[config.mk]
export PLATFORM = sky130hd
export DESIGN_NAME = cell_sprayer
export DESIGN_NICKNAME = d
export VERILOG_FILES = /design/src/rtl/spray_pkg.sv /design/src/rtl/cell_assembler.sv /design/src/rtl/link_picker.sv /design/src/rtl/link_slot.sv /design/src/rtl/cell_sprayer.sv
export SDC_FILE = /design/constraint.sdc
export NUM_CORES = 2
export LEC_CHECK = 0
export BUFFER_PORTS_ARGS = -buffer_cell sky130_fd_sc_hd__clkbuf_2
export CORE_AREA = 2 2 250 252
export CTS_CLUSTER_DIAMETER = 80
export CTS_CLUSTER_SIZE = 25
export DETAILED_ROUTE_END_ITERATION = 8
export DIE_AREA = 0 0 252 254
export GPL_TIMING_DRIVEN = 0
export PLACE_DENSITY = 0.71
export SYNTH_ARGS = -nofsm -noshare
export SYNTH_HDL_FRONTEND = slang
export SYNTH_SLANG_ARGS = --single-unit
[constraint.sdc]
create_clock -name clk -period 3.6 [get_ports clk]
set_clock_uncertainty 0.15 [all_clocks]
set_input_delay 0.18 -clock clk [delete_from_list [all_inputs] [get_ports clk]]
set_output_delay 0.18 -clock clk [all_outputs]
set_load 0.02 [all_outputs]
[src/rtl/spray_pkg.sv]
package spray_pkg;
    localparam int DEST_W = 7;
    localparam int SEQ_W  = 8;
    localparam int CNT_W  = 9;

    typedef struct packed {
        logic [DEST_W-1:0] dest;
        logic [SEQ_W-1:0]  seq;
        logic              first;
        logic              last;
        logic [CNT_W-1:0]  cnt;
    } cell_hdr_t;

    localparam int HDR_W = $bits(cell_hdr_t);
endpackage

[src/rtl/cell_assembler.sv]
module cell_assembler
    import spray_pkg::*;
#(
    parameter int CELL_BYTES = 16
) (
    input  logic                       clk,
    input  logic                       rst_n,
    input  logic                       in_valid,
    input  logic                       in_sop,
    input  logic                       in_eop,
    input  logic [DEST_W-1:0]          in_dest,
    input  logic [7:0]                 in_data,
    input  logic                       pkt_grant,
    input  logic                       links_up,
    input  logic                       take,
    output logic                       in_ready,
    output logic                       pend,
    output cell_hdr_t                  hdr,
    output logic [CELL_BYTES*8-1:0]    payload
);
    localparam int PAY_W = CELL_BYTES * 8;

    typedef struct packed {
        logic [PAY_W-1:0]  pay;
        logic [CNT_W-1:0]  cnt;
        logic [SEQ_W-1:0]  seq;
        logic [DEST_W-1:0] dest;
        logic              first;
        logic              last;
        logic              pend;
        logic              inpkt;
    } asm_state_t;

    asm_state_t state_d, state_q;
    logic       accept;
    logic [CNT_W-1:0] wr_pos;

    assign in_ready = !state_q.pend && links_up && (state_q.inpkt || pkt_grant);
    assign accept   = in_valid && in_ready;

    always_comb begin
        state_d = state_q;
        wr_pos  = state_q.cnt;
        if (take) begin
            state_d.pend  = 1'b0;
            state_d.cnt   = '0;
            state_d.first = 1'b0;
            state_d.seq   = state_q.seq + SEQ_W'(1);
            if (state_q.last) begin
                state_d.inpkt = 1'b0;
            end
        end
        if (accept) begin
            if (in_sop) begin
                state_d.dest  = in_dest;
                state_d.seq   = '0;
                state_d.first = 1'b1;
                state_d.inpkt = 1'b1;
                wr_pos        = '0;
            end
            state_d.pay[int'(wr_pos)*8 +: 8] = in_data;
            state_d.cnt = wr_pos + CNT_W'(1);
            if ((int'(wr_pos) + 1 == CELL_BYTES) || in_eop) begin
                state_d.pend = 1'b1;
                state_d.last = in_eop;
            end
        end
    end

    always_ff @(posedge clk) begin
        if (!rst_n) begin
            state_q <= '0;
        end else begin
            state_q <= state_d;
        end
    end

    assign pend      = state_q.pend;
    assign payload   = state_q.pay;
    assign hdr.dest  = state_q.dest;
    assign hdr.seq   = state_q.seq;
    assign hdr.first = state_q.first;
    assign hdr.last  = state_q.last;
    assign hdr.cnt   = state_q.cnt;
endmodule

[src/rtl/link_picker.sv]
module link_picker #(
    parameter int N_LINKS = 4,
    localparam int PTR_W  = (N_LINKS > 1) ? $clog2(N_LINKS) : 1
) (
    input  logic [PTR_W-1:0]   ptr,
    input  logic [N_LINKS-1:0] mask,
    input  logic [N_LINKS-1:0] free,
    output logic               found,
    output logic [PTR_W-1:0]   sel
);
    always_comb begin
        found = 1'b0;
        sel   = '0;
        // scan from the farthest candidate down so the nearest one wins
        for (int k = N_LINKS - 1; k >= 0; k--) begin
            int idx;
            idx = int'(ptr) + k;
            if (idx >= N_LINKS) begin
                idx = idx - N_LINKS;
            end
            if (mask[idx] && free[idx]) begin
                found = 1'b1;
                sel   = PTR_W'(idx);
            end
        end
    end
endmodule

[src/rtl/link_slot.sv]
module link_slot
    import spray_pkg::*;
#(
    parameter int PAY_W = 128
) (
    input  logic             clk,
    input  logic             rst_n,
    input  logic             load,
    input  cell_hdr_t        hdr_in,
    input  logic [PAY_W-1:0] pay_in,
    input  logic             ready,
    output logic             valid,
    output cell_hdr_t        hdr,
    output logic [PAY_W-1:0] pay,
    output logic             free
);
    typedef struct packed {
        logic             valid;
        cell_hdr_t        hdr;
        logic [PAY_W-1:0] pay;
    } slot_state_t;

    slot_state_t slot_d, slot_q;

    always_comb begin
        slot_d = slot_q;
        if (slot_q.valid && ready) begin
            slot_d.valid = 1'b0;
        end
        if (load) begin
            slot_d.valid = 1'b1;
            slot_d.hdr   = hdr_in;
            slot_d.pay   = pay_in;
        end
    end

    always_ff @(posedge clk) begin
        if (!rst_n) begin
            slot_q <= '0;
        end else begin
            slot_q <= slot_d;
        end
    end

    assign valid = slot_q.valid;
    assign hdr   = slot_q.hdr;
    assign pay   = slot_q.pay;
    assign free  = !slot_q.valid || ready;
endmodule

[src/rtl/cell_sprayer.sv]
module cell_sprayer
    import spray_pkg::*;
#(
    parameter int N_LINKS    = 4,
    parameter int CELL_BYTES = 16
) (
    input  logic                            clk,
    input  logic                            rst_n,
    input  logic [N_LINKS-1:0]              link_mask,
    input  logic                            pkt_grant,
    input  logic                            in_valid,
    output logic                            in_ready,
    input  logic                            in_sop,
    input  logic                            in_eop,
    input  logic [DEST_W-1:0]               in_dest,
    input  logic [7:0]                      in_data,
    output logic [N_LINKS-1:0]              cell_valid,
    input  logic [N_LINKS-1:0]              cell_ready,
    output logic [N_LINKS*HDR_W-1:0]        cell_hdr,
    output logic [N_LINKS*CELL_BYTES*8-1:0] cell_data
);
    localparam int PAY_W = CELL_BYTES * 8;
    localparam int PTR_W = (N_LINKS > 1) ? $clog2(N_LINKS) : 1;

    typedef struct packed {
        logic [PTR_W-1:0] ptr;
    } top_state_t;

    top_state_t top_d, top_q;

    logic             pend;
    logic             take;
    logic             found;
    logic [PTR_W-1:0] sel;
    cell_hdr_t        asm_hdr;
    logic [PAY_W-1:0] asm_pay;
    logic [N_LINKS-1:0] slot_free;
    logic [N_LINKS-1:0] load;

    cell_assembler #(.CELL_BYTES(CELL_BYTES)) i_asm (
        .clk       (clk),
        .rst_n     (rst_n),
        .in_valid  (in_valid),
        .in_sop    (in_sop),
        .in_eop    (in_eop),
        .in_dest   (in_dest),
        .in_data   (in_data),
        .pkt_grant (pkt_grant),
        .links_up  (|link_mask),
        .take      (take),
        .in_ready  (in_ready),
        .pend      (pend),
        .hdr       (asm_hdr),
        .payload   (asm_pay)
    );

    link_picker #(.N_LINKS(N_LINKS)) i_pick (
        .ptr   (top_q.ptr),
        .mask  (link_mask),
        .free  (slot_free),
        .found (found),
        .sel   (sel)
    );

    assign take = pend && found;

    always_comb begin
        top_d = top_q;
        if (take) begin
            top_d.ptr = (int'(sel) == N_LINKS - 1) ? '0 : sel + PTR_W'(1);
        end
    end

    always_ff @(posedge clk) begin
        if (!rst_n) begin
            top_q <= '0;
        end else begin
            top_q <= top_d;
        end
    end

    for (genvar g = 0; g < N_LINKS; g++) begin : g_link
        cell_hdr_t slot_hdr;

        assign load[g] = take && (sel == PTR_W'(g));

        link_slot #(.PAY_W(PAY_W)) i_slot (
            .clk    (clk),
            .rst_n  (rst_n),
            .load   (load[g]),
            .hdr_in (asm_hdr),
            .pay_in (asm_pay),
            .ready  (cell_ready[g]),
            .valid  (cell_valid[g]),
            .hdr    (slot_hdr),
            .pay    (cell_data[g*PAY_W +: PAY_W]),
            .free   (slot_free[g])
        );

        assign cell_hdr[g*HDR_W +: HDR_W] = slot_hdr;
    end
endmodule

## After elaboration in Yosys (flattened, before gate mapping)

Cells that the tools add are included.

- Bits in registers: 778
- Bits in latches: 0
- Bits in writable memories: 0
- Bits in read-only memories: 0
- Input port bits: 29
- Output and inout bits: 621
- Word-level logic and storage cells: 156
- Memories kept: 0

- Add/sub/neg operators: 12
- Multiply operators: 0
- Div/mod/pow operators: 0
- Magnitude comparators: 8
- Equality and inequality tests: 5
- Shift operators: 2
- Multiplexer cells: 56
- Bitwise logic cells: 0
- Reductions and logical operators: 36

Operator list:

| kind | number |
|---|---|
| 155-bit 2-to-1 mux | 4 |
| 128-bit bitwise mux | 1 |
| 32-bit by 4-bit < comparator with 1-bit output (second input constant) | 4 |
| 32-bit 2-to-1 mux | 4 |
| 8-bit by 33-bit variable shift with 128-bit output (first input constant) | 1 |
| 8-bit by 33-bit indexed part select with 128-bit output | 1 |
| 32-bit by 4-bit greater-or-equal comparator with 1-bit output (second input constant) | 3 |
| 32-bit by 4-bit subtractor with 32-bit output (second input constant) | 3 |
| 12-bit negation with 33-bit output | 1 |
| 32-bit by 6-bit equality test with 1-bit output (second input constant) | 1 |
| 28-bit 2-to-1 mux | 1 |
| 1-bit 2-to-1 mux | 27 |
| 9-bit 2-to-1 mux | 2 |
| 17-bit 2-to-1 mux | 1 |
| 1-bit binary-select mux with 2-bit select | 8 |
| 1-bit logical AND | 16 |
| 16-bit 2-to-1 mux | 1 |
| 2-bit 2-to-1 mux | 7 |
| 9-bit by 1-bit adder with 10-bit output (second input constant) | 1 |
| 2-bit nonzero test | 5 |
| 9-bit by 1-bit adder with 9-bit output (second input constant) | 1 |
| 8-bit by 1-bit adder with 8-bit output (second input constant) | 1 |
| 2-bit by 2-bit adder with 3-bit output (second input constant) | 2 |
| 1-bit logical OR | 6 |
| other kinds (10) | 17 |

## Logic depth before layout (Yosys ltp)

- Word-level depth: 15
- Mapped depth: 17
- Gate-level depth less buffers: 12

## Modules after synthesis

A second synthesis with hierarchy kept.

- Cell total of the unflattened synthesis: 2906
- Area total of the unflattened synthesis: 31701.7 um^2

By module, submodules not included:

| module | times used | cells an instance | area an instance (um^2) |
|---|---|---|---|
| link_slot | 4 | 500 | 5874.4 |
| cell_assembler | 1 | 870 | 7926.4 |
| cell_sprayer | 1 | 20 | 185.2 |
| link_picker | 1 | 16 | 92.6 |

## Least setup slack after synthesis

No wires, ideal clock.

- Path type: register to register
- Start: reg i_asm.state_q, in the netlist i_asm.hdr[0]
- End: reg i_asm.state_q, in the netlist i_asm.payload[111]
- Arrival time: 3259 ps
- Slack: 63 ps
- Cell stages (with the launch flop): 16
- Path buffers: 3
- Period minus slack after synthesis: 3537 ps
- Path through: dfxtp_1 -> buf_2 -> nor2b_1 -> inv_1 -> ha_1 -> clkbuf_1 -> o21ai_0 -> a21oi_1 -> ha_1 -> nor3b_1 -> nand4_1 -> nor4_4 -> nand4_1 -> or2_1 -> buf_2 -> mux2i_1

- Longest elaborated chain between the ends: 5
- Elaborated cells on any way between the ends: 6

RTL lines:

| what | line | source |
|---|---|---|
| start, declared | cell_assembler.sv:34 | `asm_state_t state_d, state_q;` |
| start signal, assigned | cell_assembler.sv:74 | `state_q <= state_d;` |
| 9-bit 2-to-1 mux (*) | cell_assembler.sv:54 | `if (in_sop) begin` |
| 9-bit 2-to-1 mux (*) | cell_assembler.sv:53 | `if (accept) begin` |
| 12-bit negation with 33-bit output (*) | cell_assembler.sv:61 | `state_d.pay[int'(wr_pos)*8 +: 8] = in_data;` |
| 8-bit by 33-bit indexed part select with 128-bit output or 8-bit by 33-bit variable shift with 128-bit output (tied branches) | cell_assembler.sv:61 |  |
| 128-bit bitwise mux (*) | cell_assembler.sv:61 |  |

Mark *: on every way between the ends. The rest lies on a longest branch, timed or not. The select of a mux whose other input is x is not followed.
A chain may end at the register's enable or synchronous reset.

## Final worst setup path

Same ends and word-level chain as after synthesis.

==> results.md <==
- Outcome: finished, final reports clean
- Final Max Slew Viols: 0
- Commonest non-fill, non-tap cell in the layout: nand2_1
- Buffers & Inverters on Critical Path: 4
- Routed WL: roughly 110000 um
- Post-synthesis cell area: approximately 28000 um^2
- Die area: 64010 um^2
- Total power per unit cell area: 430.0 nW/um^2
- Worst setup SP type: flip-flop
- Root Driver: clkbuf_16
- Flop2flop setup slack: 0.14 ns
- Vias in the first global route: 24343
- CP Class: reg2reg
- Endpoints failing setup: 0
- Initial Utilization: a little under half
- Total track usage: 31.56%
- Seq/Total Area, Yosys: 56.45%
- GR peak layer: met2
- Nets: 4214
- Vias: around 27000
- Clock Latency Late Sink: between 0.6 and 0.7 ns
- M2 GR Usage: a little over half
- Crit-path cells: buf_6, nor2b_4, inv_4, ha_4, buf_6, o21ai_4, a21oi_1, ha_1, nor3b_4, nand4_1, nor4_4, nand4_1, or2_1, buf_4, mux2i_1
- FFs w/ async S/R, synth: 0%
- Post-route ant nets: 0
- CTS sink cnt: between 700 and 800
- Tcrit/Tclk final: 95.99%
- Inserted Clock Buffers: 40
- Site row count: 91
- Max-Slew Margin vs Limit: less than 1%
- Maximum clock insertion buffer count: 3
- DP Worst Slack: -1.238 ns
- Final Core Density: roughly 55%
- Post-synth top flop: dfxtp_1
- Hold Crit Class: in2reg
- Net Sw Power: ~3.4 mW
- Top Ports: 650
- Max incr delay on CP: between 0.3 and 0.4 ns
- Clock edge transition at the registers on the reported setup and hold paths: ~0.1 ns
- Initial antenna violation count: 6
- Fin. Hold Viols: 0
- Fmax: between 0.2 and 0.3 GHz
- Crit Path Max Fanout: 10
- Post-synth EDFFs: 0
- Max-Cap Viols: 0
- Drt via density: roughly 5.4
- Slowest-stage cell, CP: nor4_4
- Iter 0 DRT Violations: ~2200
- Crit path max-delay family: simple AND/OR/NAND/NOR gates
- Port Buf Inserts: between 600 and 700
- Grt met1 use: 39.31%
- Net count after synthesis: approximately 3500
- Routability cong.: 0.9078
- Pwr Total: around 14 mW
- Die Y: around 250 um
- Synthesized flop and latch total: between 700 and 800
- Worst vdd ir: approximately 0.34 mV
- Die width: between 200 and 300 um
- Flop pwr share: 59.9%
- Placeable Area: 61260 um^2
- Clock power frac: a little over a third
- Tmin final: around 3.5 ns
- Grt ovf: 0
- Met3 usage: approximately 6.9%
- Kind of end point of the critical path: flip-flop
- Cell leakage power: 12.87 nW
- DRT Pass-1 Iters: 5
- Global-route wire length before repair: around 150000 um
- Detail Placement HPWL: slightly below 80000 um
- Syn Area/Cell: between 7 and 8 um^2
- YS warnings: 0
- Pin slew with the least headroom to its limit: ~1.5 ns
- Detail-routed net length per standard cell: 21.36 um
- Netlist cell types: 58
- H-tree levels: 2
- Net Sw Frac: 23.52%
- Worst Path Required: roughly 3.9 ns
- Arrival @ worst endpoint: roughly 3.8 ns
- Largest net degree at the start of global routing: 26
- Comb pwr share: between 3 and 4%
- Synth Instances: approximately 3500
- CTS tree: yes
- Commonest cells after routing, fill and taps aside: nand2_1 (1370), dfxtp_1 (776), clkbuf_2 (657), a21oi_1 (645), clkbuf_1 (197)
- Area growth, synth to finish: 21.56%
- DRC errors left: 0
- Share of cells above drive strength 1: 18.60%
- Final WS setup: between 0.1 and 0.15 ns
- Internal: ~11 mW
[power by group through the flow]
stage,Combinational [mW],Sequential (mW),Clock [mW]
after global placement,0.479,8.83,0
after CTS,0.510,8.63,5.29
after floorplan,0.277,8.83,0
after detailed placement,0.481,8.83,0
final,0.526,8.64,5.26
after global routing,0.562,8.64,5.56
[synth_stat cells (all sizes together), types with 7 or more instances]
cell,count,share of area (%)
mux2i,70,2.5
ha,8,0.36
nand2b,12,0.27
clkbuf,216,2.9
dfxtp,778,56
nand4,16,0.36
buf,50,0.84
inv,11,0.15
nand3,84,1.5
nor2,28,0.38
o21ai,76,1.4
nand2,1370,19
nor2b,7,0.16
a21oi,645,12
[flip-flops by register name, indices dropped and copies added (netlist names)]
register and flops:
g_link.i_slot.hdr 104, g_link.i_slot.pay 512, g_link.i_slot.valid 4, i_asm.hdr 26, i_asm.payload 128, i_asm.pend 1
i_asm.state_q 1, top_q 2
[cell type report]
| class | instances | area, um^2 |
|---|---|---|
| Clock inverter | 11 | 183.9 |
| Fill cell | 5880 | 27710 |
| Antenna cell | 2 | 5.005 |
| Buffer | 258 | 1069 |
| Sequential cell | 778 | 15580 |
| Tap cell | 790 | 988.4 |
| Inverter | 12 | 47.55 |
| Timing Repair Buffer | 691 | 3632 |
| Clock buffer | 42 | 1040 |
| Multi-Input combinational cell | 2396 | 11000 |
[routing by layer]
layer / vias to the layer above / wire (um) / part of all wire, %
li1: 12681 / - / -
met1: 12865 / 42730 / 40
met2: 1125 / 50280 / 47
met3: 222 / 8593 / 8.1
met4: 0 / 4768 / 4.5
met5: - / 0 / 0
[worst reg2reg max path, cell delays in order, from the launching register on]
cell and delay (ns):
dfxtp_2 0.35, buf_6 0.10, nor2b_4 0.18, inv_4 0.08, ha_4 0.18, buf_6 0.14, o21ai_4 0.07, a21oi_1 0.06
ha_1 0.33, nor3b_4 0.24, nand4_1 0.17, nor4_4 0.37, nand4_1 0.24, or2_1 0.30, buf_4 0.20, mux2i_1 0.13
[stage by stage]
step | setup TNS (ns) | hold WS (ns) | instances | area (um^2)
4_1_cts | 0 | 0.04072 | 4977 | 33450
2_1_floorplan | 0 | 0.1688 | 3452 | 27590
6_report | 0 | 0.07584 | 4980 | 33540
3_5_place_dp | -279.73 | 0.2733 | 4889 | 31820
3_3_place_gp | -270.03 | 0.2736 | 4889 | 31820
5_1_grt | -0.004422 | 0.09025 | 4980 | 33540
[timing repair]
| item | in CTS | in global routing |
|---|---|---|
| endpoints found under the setup margin | 533 | 349 |
| endpoints found under the hold margin | 51 | 0 |
| hold buffers | 24 | 0 |
| gates resized for setup | 25 | 36 |
| pin swaps | 9 | 3 |
| buffers inserted | 17 | 3 |
| cloned | 0 | 0 |
[cell families (layout without fill, tap and decap cells)]
group	count (synthesis)	in the layout	synth area share, %
other	0	2	0
AOI/OAI and AO/OA	750	750	13.94
buffers and inverters	278	1014	3.940
and+or+nand+nor	1558	1558	22.45
adders and majority gates	8	8	0.3628
DFF	778	778	56.45
muxes	70	70	2.539
xor gates and xnor gates	10	10	0.3174
[worst paths after layout]
check | endpoint | cells past startpoint | from
min reg2reg | g_link[2].i_slot.pay[53] | 2 | g_link[2].i_slot.pay[53]
min | i_asm.payload[7] | 4 | rst_n
max reg2reg | i_asm.payload[111] | 15 | i_asm.hdr[0]
max | i_asm.payload[111] | 15 | i_asm.hdr[0]
Power figures use the tool's default switching activity.
